## config.mk

```make
export PLATFORM = sky130hd
export DESIGN_NAME = iarb_ctrl
export DESIGN_NICKNAME = d
export VERILOG_FILES = /design/src/rtl/iarb_pkg.sv /design/src/rtl/iarb_contend.sv /design/src/rtl/iarb_pick.sv /design/src/rtl/iarb_ctrl.sv
export SDC_FILE = /design/constraint.sdc
export NUM_CORES = 1
export LEC_CHECK = 0
export BUFFER_PORTS_ARGS = -buffer_cell sky130_fd_sc_hd__buf_4
export CAP_MARGIN = 20
export CORE_MARGIN = 4
export CORE_UTILIZATION = 35
export DETAILED_ROUTE_END_ITERATION = 10
export GPL_TIMING_DRIVEN = 0
export PLACE_DENSITY = 0.65
export REMOVE_ABC_BUFFERS = 1
export SYNTH_ARGS = -nofsm -noshare
export SYNTH_HDL_FRONTEND = slang
export SYNTH_SLANG_ARGS = --single-unit
```

## constraint.sdc

```tcl
create_clock -name clk -period 1.7 [get_ports clk]
set_input_delay 0.51 -clock clk [delete_from_list [all_inputs] [get_ports clk]]
set_output_delay 0.51 -clock clk [all_outputs]
set_load 0.01 [all_outputs]
```

## src/rtl/iarb_pkg.sv

```systemverilog
package iarb_pkg;
    typedef enum logic {ST_IDLE, ST_HOLD} iarb_st_e;

    typedef struct packed {
        logic vld;
        logic dsack;
        logic fwd;
        logic berr;
        logic cfg;
    } iarb_flags_t;
endpackage

```

## src/rtl/iarb_contend.sv

```systemverilog
module iarb_contend #(
    parameter int N_MOD = 4,
    parameter int LVL_W = 3,
    parameter int ID_W  = 4
) (
    input  logic [LVL_W-1:0]       ack_lvl,
    input  logic [N_MOD*LVL_W-1:0] mod_lvl,
    input  logic [N_MOD*ID_W-1:0]  mod_id,
    input  logic [ID_W-1:0]        sys_id,
    input  logic [LVL_W-1:0]       tmr_lvl,
    input  logic [(1<<LVL_W)-1:0]  irq_pins,
    output logic [N_MOD:0]         cont,
    output logic [(N_MOD+1)*ID_W-1:0] ids,
    output logic                   tmr_hit,
    output logic                   pin_hit
);
    logic lvl_live;
    assign lvl_live = (ack_lvl != '0);

    for (genvar g = 0; g < N_MOD; g++) begin : g_mod
        logic [LVL_W-1:0] lvl_g;
        logic [ID_W-1:0]  id_g;
        assign lvl_g = mod_lvl[g*LVL_W +: LVL_W];
        assign id_g  = mod_id[g*ID_W +: ID_W];
        assign cont[g] = lvl_live && (lvl_g == ack_lvl) && (id_g != '0);
        assign ids[g*ID_W +: ID_W] = id_g;
    end

    assign tmr_hit = lvl_live && (tmr_lvl != '0) && (tmr_lvl == ack_lvl);
    assign pin_hit = lvl_live && irq_pins[ack_lvl];
    assign cont[N_MOD] = (tmr_hit || pin_hit) && (sys_id != '0);
    assign ids[N_MOD*ID_W +: ID_W] = sys_id;
endmodule

```

## src/rtl/iarb_pick.sv

```systemverilog
module iarb_pick #(
    parameter int N_SRC = 5,
    parameter int ID_W  = 4,
    localparam int IDX_W = (N_SRC > 1) ? $clog2(N_SRC) : 1
) (
    input  logic [N_SRC-1:0]      cont,
    input  logic [N_SRC*ID_W-1:0] ids,
    output logic                  any,
    output logic [IDX_W-1:0]      win_idx,
    output logic                  dup
);
    logic [ID_W-1:0] best_id;

    always_comb begin
        best_id = '0;
        win_idx = '0;
        dup     = 1'b0;
        any     = 1'b0;
        for (int i = 0; i < N_SRC; i++) begin
            if (cont[i]) begin
                if (!any || ids[i*ID_W +: ID_W] > best_id) begin
                    best_id = ids[i*ID_W +: ID_W];
                    win_idx = IDX_W'(i);
                    dup     = 1'b0;
                    any     = 1'b1;
                end else if (ids[i*ID_W +: ID_W] == best_id) begin
                    dup = 1'b1;
                end
            end
        end
    end
endmodule

```

## src/rtl/iarb_ctrl.sv

```systemverilog
module iarb_ctrl #(
    parameter int N_MOD = 4,
    parameter int LVL_W = 3,
    parameter int ID_W  = 4,
    parameter int VEC_W = 8,
    localparam int SRC_W = $clog2(N_MOD + 3)
) (
    input  logic                   clk,
    input  logic                   rst_n,
    input  logic                   iack_start,
    input  logic                   iack_done,
    input  logic [LVL_W-1:0]       iack_level,
    input  logic [N_MOD*LVL_W-1:0] mod_lvl,
    input  logic [N_MOD*ID_W-1:0]  mod_id,
    input  logic [N_MOD*VEC_W-1:0] mod_vec,
    input  logic [ID_W-1:0]        sys_id,
    input  logic [LVL_W-1:0]       tmr_lvl,
    input  logic [VEC_W-1:0]       tmr_vec,
    input  logic [(1<<LVL_W)-1:0]  irq_pins,
    output logic                   busy,
    output logic [SRC_W-1:0]       win_src,
    output logic                   vec_valid,
    output logic [VEC_W-1:0]       vec_out,
    output logic                   int_dsack,
    output logic                   ext_fwd,
    output logic                   bus_err,
    output logic                   cfg_err
);
    import iarb_pkg::*;

    localparam int N_SRC = N_MOD + 1;
    localparam int IDX_W = $clog2(N_SRC);

    typedef struct packed {
        iarb_st_e        st;
        logic [SRC_W-1:0] src;
        logic [VEC_W-1:0] vec;
        iarb_flags_t     fl;
    } iarb_reg_t;

    logic [N_SRC-1:0]      cont;
    logic [N_SRC*ID_W-1:0] ids;
    logic                  tmr_hit, pin_hit;
    logic                  any, dup;
    logic [IDX_W-1:0]      win_idx;
    iarb_reg_t             r_d, r_q;

    iarb_contend #(.N_MOD(N_MOD), .LVL_W(LVL_W), .ID_W(ID_W)) u_contend (
        .ack_lvl (iack_level),
        .mod_lvl (mod_lvl),
        .mod_id  (mod_id),
        .sys_id  (sys_id),
        .tmr_lvl (tmr_lvl),
        .irq_pins(irq_pins),
        .cont    (cont),
        .ids     (ids),
        .tmr_hit (tmr_hit),
        .pin_hit (pin_hit)
    );

    iarb_pick #(.N_SRC(N_SRC), .ID_W(ID_W)) u_pick (
        .cont   (cont),
        .ids    (ids),
        .any    (any),
        .win_idx(win_idx),
        .dup    (dup)
    );

    always_comb begin
        int widx;
        r_d  = r_q;
        widx = int'(win_idx);
        unique case (r_q.st)
            ST_IDLE: begin
                if (iack_start) begin
                    r_d     = '0;
                    r_d.st  = ST_HOLD;
                    if (!any || dup) begin
                        r_d.fl.berr = 1'b1;
                        r_d.fl.cfg  = any && dup;
                    end else if (widx < N_MOD) begin
                        r_d.src      = SRC_W'(widx + 1);
                        r_d.vec      = mod_vec[widx*VEC_W +: VEC_W];
                        r_d.fl.vld   = 1'b1;
                        r_d.fl.dsack = 1'b1;
                    end else if (tmr_hit) begin
                        r_d.src      = SRC_W'(N_MOD + 1);
                        r_d.vec      = tmr_vec;
                        r_d.fl.vld   = 1'b1;
                        r_d.fl.dsack = 1'b1;
                    end else begin
                        r_d.src    = SRC_W'(N_MOD + 2);
                        r_d.fl.fwd = pin_hit;
                    end
                end
            end
            ST_HOLD: begin
                if (iack_done) begin
                    r_d = '0;
                end
            end
            default: r_d = '0;
        endcase
    end

    always_ff @(posedge clk or negedge rst_n) begin
        if (!rst_n) begin
            r_q <= '0;
        end else begin
            r_q <= r_d;
        end
    end

    assign busy      = (r_q.st == ST_HOLD);
    assign win_src   = r_q.src;
    assign vec_out   = r_q.vec;
    assign vec_valid = r_q.fl.vld;
    assign int_dsack = r_q.fl.dsack;
    assign ext_fwd   = r_q.fl.fwd;
    assign bus_err   = r_q.fl.berr;
    assign cfg_err   = r_q.fl.cfg;
endmodule

```

==> results of run 1 <==
==> per-stage QoR <==
step	hold WS [ns]	instance area, µm²	setup slack [ns]	total power [mW]	cells
floorplan	0.2144	1963	-5.764	0.9958	219
global placement	0.3773	2841	-6.977	1.391	396
detailed placement	0.3791	2841	-7.036	1.410	396
CTS	0.1219	3279	-5.258	1.879	426
global route	0.1299	3592	-5.830	2.181	444
finish	0.1183	3592	-5.467	2.042	444
==> worst max path at each step <==
stage / to / startpoint / slack (ns)
4_1_cts: win_src[1] / mod_lvl[0] / -5.26
2_1_floorplan: win_src[1] / mod_lvl[1] / -5.76
3_5_place_dp: win_src[1] / iack_level[1] / -7.04
6_report: win_src[1] / iack_level[1] / -5.47
3_3_place_gp: win_src[1] / iack_level[1] / -6.98
5_1_grt: win_src[1] / iack_level[1] / -5.83
==> layout make-up <==
class,instances,area (µm²),area share
Tap cell,72,90.09,0.02508
Multi-Input combinational cell,191,1822,0.5071
Sequential cell,16,400.4,0.1115
Timing Repair Buffer,150,1194,0.3323
Clock buffer,3,41.29,0.01149
Inverter,12,45.04,0.01254
==> kinds of logic (layout without fill, tap and decap cells) <==
kind of cell             count (synthesis)  after routing  share of synthesized area
AO/OA/AOI/OAI                           78             78                     0.3179
XOR/XNOR                                10             10                    0.04321
adder cells (fa/ha/maj)                 17             17                     0.1049
buffers and inverters                   20            165                    0.05370
flip-flops                              16             16                     0.1975
multiplexers                            20             20                     0.1093
AND/OR/NAND/NOR                         66             66                     0.1735
==> synthesized netlist by cell type, types with 6 or more instances <==
| library cell | n |
|---|---|
| sky130_fd_sc_hd__ha_1 | 17 |
| sky130_fd_sc_hd__dfrtp_1 | 16 |
| sky130_fd_sc_hd__nor2_1 | 14 |
| sky130_fd_sc_hd__a21oi_1 | 12 |
| sky130_fd_sc_hd__inv_1 | 12 |
| sky130_fd_sc_hd__mux2i_1 | 12 |
| sky130_fd_sc_hd__nand2_1 | 12 |
| sky130_fd_sc_hd__nor3_1 | 8 |
| sky130_fd_sc_hd__o21ai_0 | 7 |
| sky130_fd_sc_hd__mux2_2 | 6 |
==> what timing repair did <==
action                                  in CTS  in global routing
endpoints found under the setup margin      15                 15
pin swaps                                   23                 30
buffers inserted                            27                 18
resized for setup                           43                 28
==> power groups by stage <==
stage          registers [mW]  logic [mW]  clock network, mW
2_1_floorplan           0.513       0.482                  0
3_3_place_gp            0.486       0.906                  0
3_5_place_dp            0.488       0.922                  0
4_1_cts                 0.482        1.12              0.277
5_1_grt                 0.489        1.40              0.292
6_report                0.481        1.29              0.268
==> state kept, by name (all words and copies together) (netlist names) <==
register	count
ext_fwd	1
vec_out	8
busy	1
vec_valid	1
win_src	3
bus_err	1
cfg_err	1
==> per-layer routing <==
metal	part of all wire	GRT usage
met1	0.38	0.2213
met2	0.53	0.3501
met3	0.069	0.03060
met4	0.012	0.02632
met5	0	0
==> flow_summary.toml, run 1 <==
[run_status]
outcome = "finished with violations"
failed_checks = "negative setup slack"

[pwr]
power_frac_seq = 0.236
power-per-cell-area_nw_per_um2 = 568.4
internal_power_mw = 1.296
switching_share = 0.3651
power.leakage_nw = 1.693
clock_power_share = 0.131
vdd_ir_max_v = 0.0004287
switching_power_mw = 0.7454
power_frac_comb = 0.633

[critical_path]
element_type_at_the_critical_path_start = "input pin"
regToRegSetupSlack_ns = -0.12
nature_of_the_critical_path_endpoint = "flop"
worst-path-buf-inv = 6
critical-path-max-stage-delay_ns = 0.45
cp_slowest_cell = "sky130_fd_sc_hd__a2111oi_4"
path_delay_family = "compound AO/OA/AOI/OAI gates"
r2r-start = "busy"
timing.reg2reg.worst_path_depth = 5
critPathMaxFanout = 6
critical_path.most_common_cell = "sky130_fd_sc_hd__ha_4"
worst-endpoint-required_ns = 1.82
path_class = "input pin to flop"
cp.depth = 36
cp.arrival_ns = 7.29
timing.rr.end = "vec_out[0]"

[yosys]
synth_seq_area_share = 0.1975
postSynthRegisterBits = 16
ys_dominant_reg_cell = "sky130_fd_sc_hd__dfrtp_1"
syn_inst = 227
yosysUniqueCellTypes = 56
synth_top_cells_by_area = "sky130_fd_sc_hd__dfrtp_1 20%, sky130_fd_sc_hd__ha_1 10%, sky130_fd_sc_hd__mux2i_1 5.9%"
synth_largest_area_cell = "sky130_fd_sc_hd__dfrtp_1"
number_of_warnings_issued_by_yosys = 0
post-synth-top-area-fraction = 0.1975
netlist_area_um2 = 2027
synth_area_per_inst_um2 = 8.929
synth_async_sr_flop_share = 1.000
synth-edff-count = 0

[place]
io_buffer_count = 105
hpwlAfterDp_um = 5274
gp_routability_congestion = 0.8354

[clock_network]
cell_at_the_root_of_the_clock_tree = "sky130_fd_sc_hd__clkbuf_8"
clk_path_buf_depth = 2
cts-buffers-inserted = 3
cts_hold_buffers = 0
clk_latency_ns = 0.24
clock-sinks = 16
clock_tree_from_tritoncts = "built"
clkTransAtPathRegs_ns = 0.06
cts_htree_levels = 1

[route]
num_vias = 2402
wl_per_cell_um = 16.35
route.antenna.remaining_nets = 0
drc_violation_count_after_routing = 0
finalWirelength_um = 7259
drt_first_pass_iters = 4
first_iter_violations = 73
route.detailed.vias_per_inst = 5.410

[floorplan]
die_area_um2 = 7073
rows = 27
die_w_um = 84.10
core_area_um2 = 5574
dieHeight_um = 84.10
floorplan.initialDensity = 0.3636
top_level_ports = 107

[layout]
drive_gt1_frac = 0.5726
layout.cells.most_common = "sky130_fd_sc_hd__buf_4"
number_of_antenna_cells_inserted = 0
most-common-layout-cells = "140 x sky130_fd_sc_hd__buf_4, 16 x sky130_fd_sc_hd__dfrtp_1, 12 x sky130_fd_sc_hd__inv_1, 12 x sky130_fd_sc_hd__ha_1, 11 x sky130_fd_sc_hd__nor2_1"
area_growth_pct = 77.22
final_core_util = 0.6444
final_net_count = 481
layout.filler_cells = 467

[global_routing]
first_global_vias = 2365
grt_start_max_net_pins = 17
antenna_found_initial = 0
globalRouteTotalUtil = 0.1849
global_route.overflow_total = 0
global_route_wire_length_before_repair_um = 11050

[timing]
fin_setup_tns_ns = -80.02
setup_ws_ns = -5.467
fmaxAchievable_mhz = 139.5
final_period_minus_worst_setup_slack_ns = 7.167
worst_slew_pin_slew_ns = 1.019
post-route-period-util = 4.216
finalSetupViolations = 15
timing.clock.skew_ns = 0.001693
timing.slew.headroom = 0.3209
timing.final.hold_violations = 0
finalMaxSlewViolations = 0
grt_setup_unrepaired = "yes"

[job]
cap_violations = 0

[worst_hold_path]
hold_path_class = "input pin to asynchronous set/reset pin"
No activity file was read; power rests on OpenSTA's default activity.
==> run 2: changes to the inputs <==
ABC_AREA = 1   (was unset)
PLACE_DENSITY = 0.63   (was 0.65)
==> run 2 against run 1 <==
The run still ends with negative setup slack left. Synthesized area rose by 15%. Design area grew 16%. Register-to-register slack better by 0.30 ns. Count of clock-buffer cells in the layout is 1 higher. Via count rose by 25%.
==> flow_summary.toml, run 2 <==
[run_status]
outcome = "finished with violations"
failed_checks = "negative setup slack"

[critical_path]
element_type_at_the_critical_path_start = "input pin"
critical-path-max-stage-delay_ns = 0.31
nature_of_the_critical_path_endpoint = "flop"
worst-endpoint-required_ns = 1.83
path_class = "input pin to flop"
critPathMaxFanout = 8
cp.arrival_ns = 5.55
cp_slowest_cell = "sky130_fd_sc_hd__ha_1"

[timing]
grt_setup_unrepaired = "yes"
setup_ws_ns = -3.719
timing.final.hold_violations = 0
finalSetupViolations = 15
timing.clock.skew_ns = 0.001741
worst_slew_pin_slew_ns = 0.8590
worst_hold_slack_ns = 0.1108
post-route-period-util = 3.188
fmaxAchievable_mhz = 184.5
finalMaxSlewViolations = 0
final_period_minus_worst_setup_slack_ns = 5.419
fin_setup_tns_ns = -54.55
timing.slew.headroom = 0.4252

[yosys]
synth_async_sr_flop_share = 1.000
synth_seq_area_share = 0.1717
post_synth_fa_ha_maj_area_fraction = 0.09120
ys_dominant_reg_cell = "sky130_fd_sc_hd__dfrtp_1"
synth-edff-count = 0
synth_compound_area_frac = 0.1041
synth_area_per_inst_um2 = 6.203
yosysMostFrequentCell = "sky130_fd_sc_hd__nand2_1"
post_synth_most_frequent_cells = "132 x sky130_fd_sc_hd__nand2_1, 52 x sky130_fd_sc_hd__nand3_1, 34 x sky130_fd_sc_hd__inv_1, 22 x sky130_fd_sc_hd__nor2_1, 17 x sky130_fd_sc_hd__ha_1"
synth_largest_area_cell = "sky130_fd_sc_hd__nand2_1"
synth.area.mux_share = 0
number_of_warnings_issued_by_yosys = 0
synth_xor_xnor_area_share = 0.01502
synth_top_family_by_area = "simple AND/OR/NAND/NOR gates"
post_synth_and_or_nand_nor_area_fraction = 0.5038
yosysUniqueCellTypes = 33
post-synth-top-area-fraction = 0.2124
netlist_area_um2 = 2332
synth_top_cells_by_area = "sky130_fd_sc_hd__nand2_1 21%, sky130_fd_sc_hd__dfrtp_1 17%, sky130_fd_sc_hd__nand3_1 11%"
syn_inst = 376
postSynthRegisterBits = 16

[route]
finalWirelength_um = 8618
num_vias = 3009
drt_first_pass_iters = 4
route.detailed.vias_per_inst = 5.007
route.antenna.remaining_nets = 0
wl_per_cell_um = 14.34
first_iter_violations = 208
drc_violation_count_after_routing = 0

[pwr]
power-per-cell-area_nw_per_um2 = 601.5
vdd_ir_max_v = 0.0002856
power.leakage_nw = 2.232

[global_routing]
first_global_vias = 2817
grt_start_max_net_pins = 18
globalRouteTotalUtil = 0.1943
antenna_found_initial = 0
global_route_wire_length_before_repair_um = 12700
global_route.overflow_total = 0

[clock_network]
clk_latency_ns = 0.24
clock-sinks = 16
cell_at_the_root_of_the_clock_tree = "sky130_fd_sc_hd__clkbuf_8"
cts_hold_buffers = 0
clk_path_buf_depth = 2
cts-buffers-inserted = 3
clock_tree_from_tritoncts = "built"
cts_htree_levels = 1
clkTransAtPathRegs_ns = 0.06

[job]
cap_violations = 0

[floorplan]
dieHeight_um = 89.63
core_area_um2 = 6422
top_level_ports = 107
die_area_um2 = 8034
rows = 29
die_w_um = 89.63
floorplan.initialDensity = 0.3631

[layout]
number_of_antenna_cells_inserted = 0
area_growth_pct = 79.13
layout.cells.most_common = "sky130_fd_sc_hd__buf_4"
most-common-layout-cells = "136 x sky130_fd_sc_hd__buf_4, 108 x sky130_fd_sc_hd__nand2_1, 30 x sky130_fd_sc_hd__nand3_1"
largest_register_ffs = 8
final_net_count = 632
drive_gt1_frac = 0.5363
final_core_util = 0.6505

[worst_hold_path]
hold_path_class = "input pin to asynchronous set/reset pin"

[place]
gp_routability_congestion = 0.8138
hpwlAfterDp_um = 5722
io_buffer_count = 106
==> run 2: changes by cell type after synthesis, sizes merged, moves of 12 or more <==
cell / delta
o21ai: +12
nand2: +143
mux2i: -12
nand3: +55
nor2: +13
inv: +30
==> run 2: critical path, delay by kind of cell <==
kind,cells,cell delay (ns)
AND/OR/NAND/NOR,21,1.92
AO/OA/AOI/OAI,13,1.25
adder cells (fa/ha/maj),5,1.42
buffers and inverters,6,0.40
==> run 2: path summary, 6_finish.rpt <==
kind / from / slack, ns / endpoint / cells after the start
max: iack_level[0] / -3.72 / win_src[1] / 45
min: rst_n / 0.11 / vec_out[2] / 1
max reg2reg: busy / 0.18 / vec_out[4] / 5
min reg2reg: vec_out[1] / 0.48 / vec_out[1] / 2
max in group asynchronous: rst_n / 1.41 / vec_out[0] / 1
min in group clk: vec_out[1] / 0.48 / vec_out[1] / 2
==> run 2: where the power goes <==
group / total (mW) / switching, mW / internal [mW]
sequential: 0.491 / 0.0423 / 0.449
combinational: 1.69 / 0.882 / 0.812
clock: 0.328 / 0.123 / 0.205
total: 2.51 / 1.05 / 1.47
==> run 2: metal layers <==
metal,track usage,wire (µm)
met5,0,0
met4,0.03383,212
met3,0.02555,512
met2,0.3657,4448
met1,0.2360,3445
==> run 2: metrics by stage <==
step	total power, mW	setup WS (ns)	cells	cell area, µm²
2_1_floorplan	1.126	-3.876	365	2233
3_3_place_gp	1.556	-4.842	548	3126
3_5_place_dp	1.573	-4.860	548	3126
4_1_cts	2.274	-3.544	590	3857
5_1_grt	2.678	-3.991	601	4178
6_report	2.513	-3.719	601	4178
==> run 2: repair_timing <==
action                                  4_1_cts  5_1_grt
endpoints found under the setup margin       15       15
pin swaps                                    51       25
cloned                                        4        2
setup buffers                                34        9
gates resized for setup                      89       52
==> run 2: final cells by class <==
type	count	area, µm²
inverter	42	200.2
sequential	16	400.4
fill	555	2245
timing repair buffer	151	1281
tap	77	96.34
clock buffer	4	55.05
multi-input combinational	311	2145
==> run 2: kinds of logic (layout without fill, tap and decap cells) <==
family	Yosys count	in the layout
flops	16	16
compound gates	41	41
buf+inv	53	197
xor+xnor	4	4
fa+ha+maj	17	17
simple gates	245	249
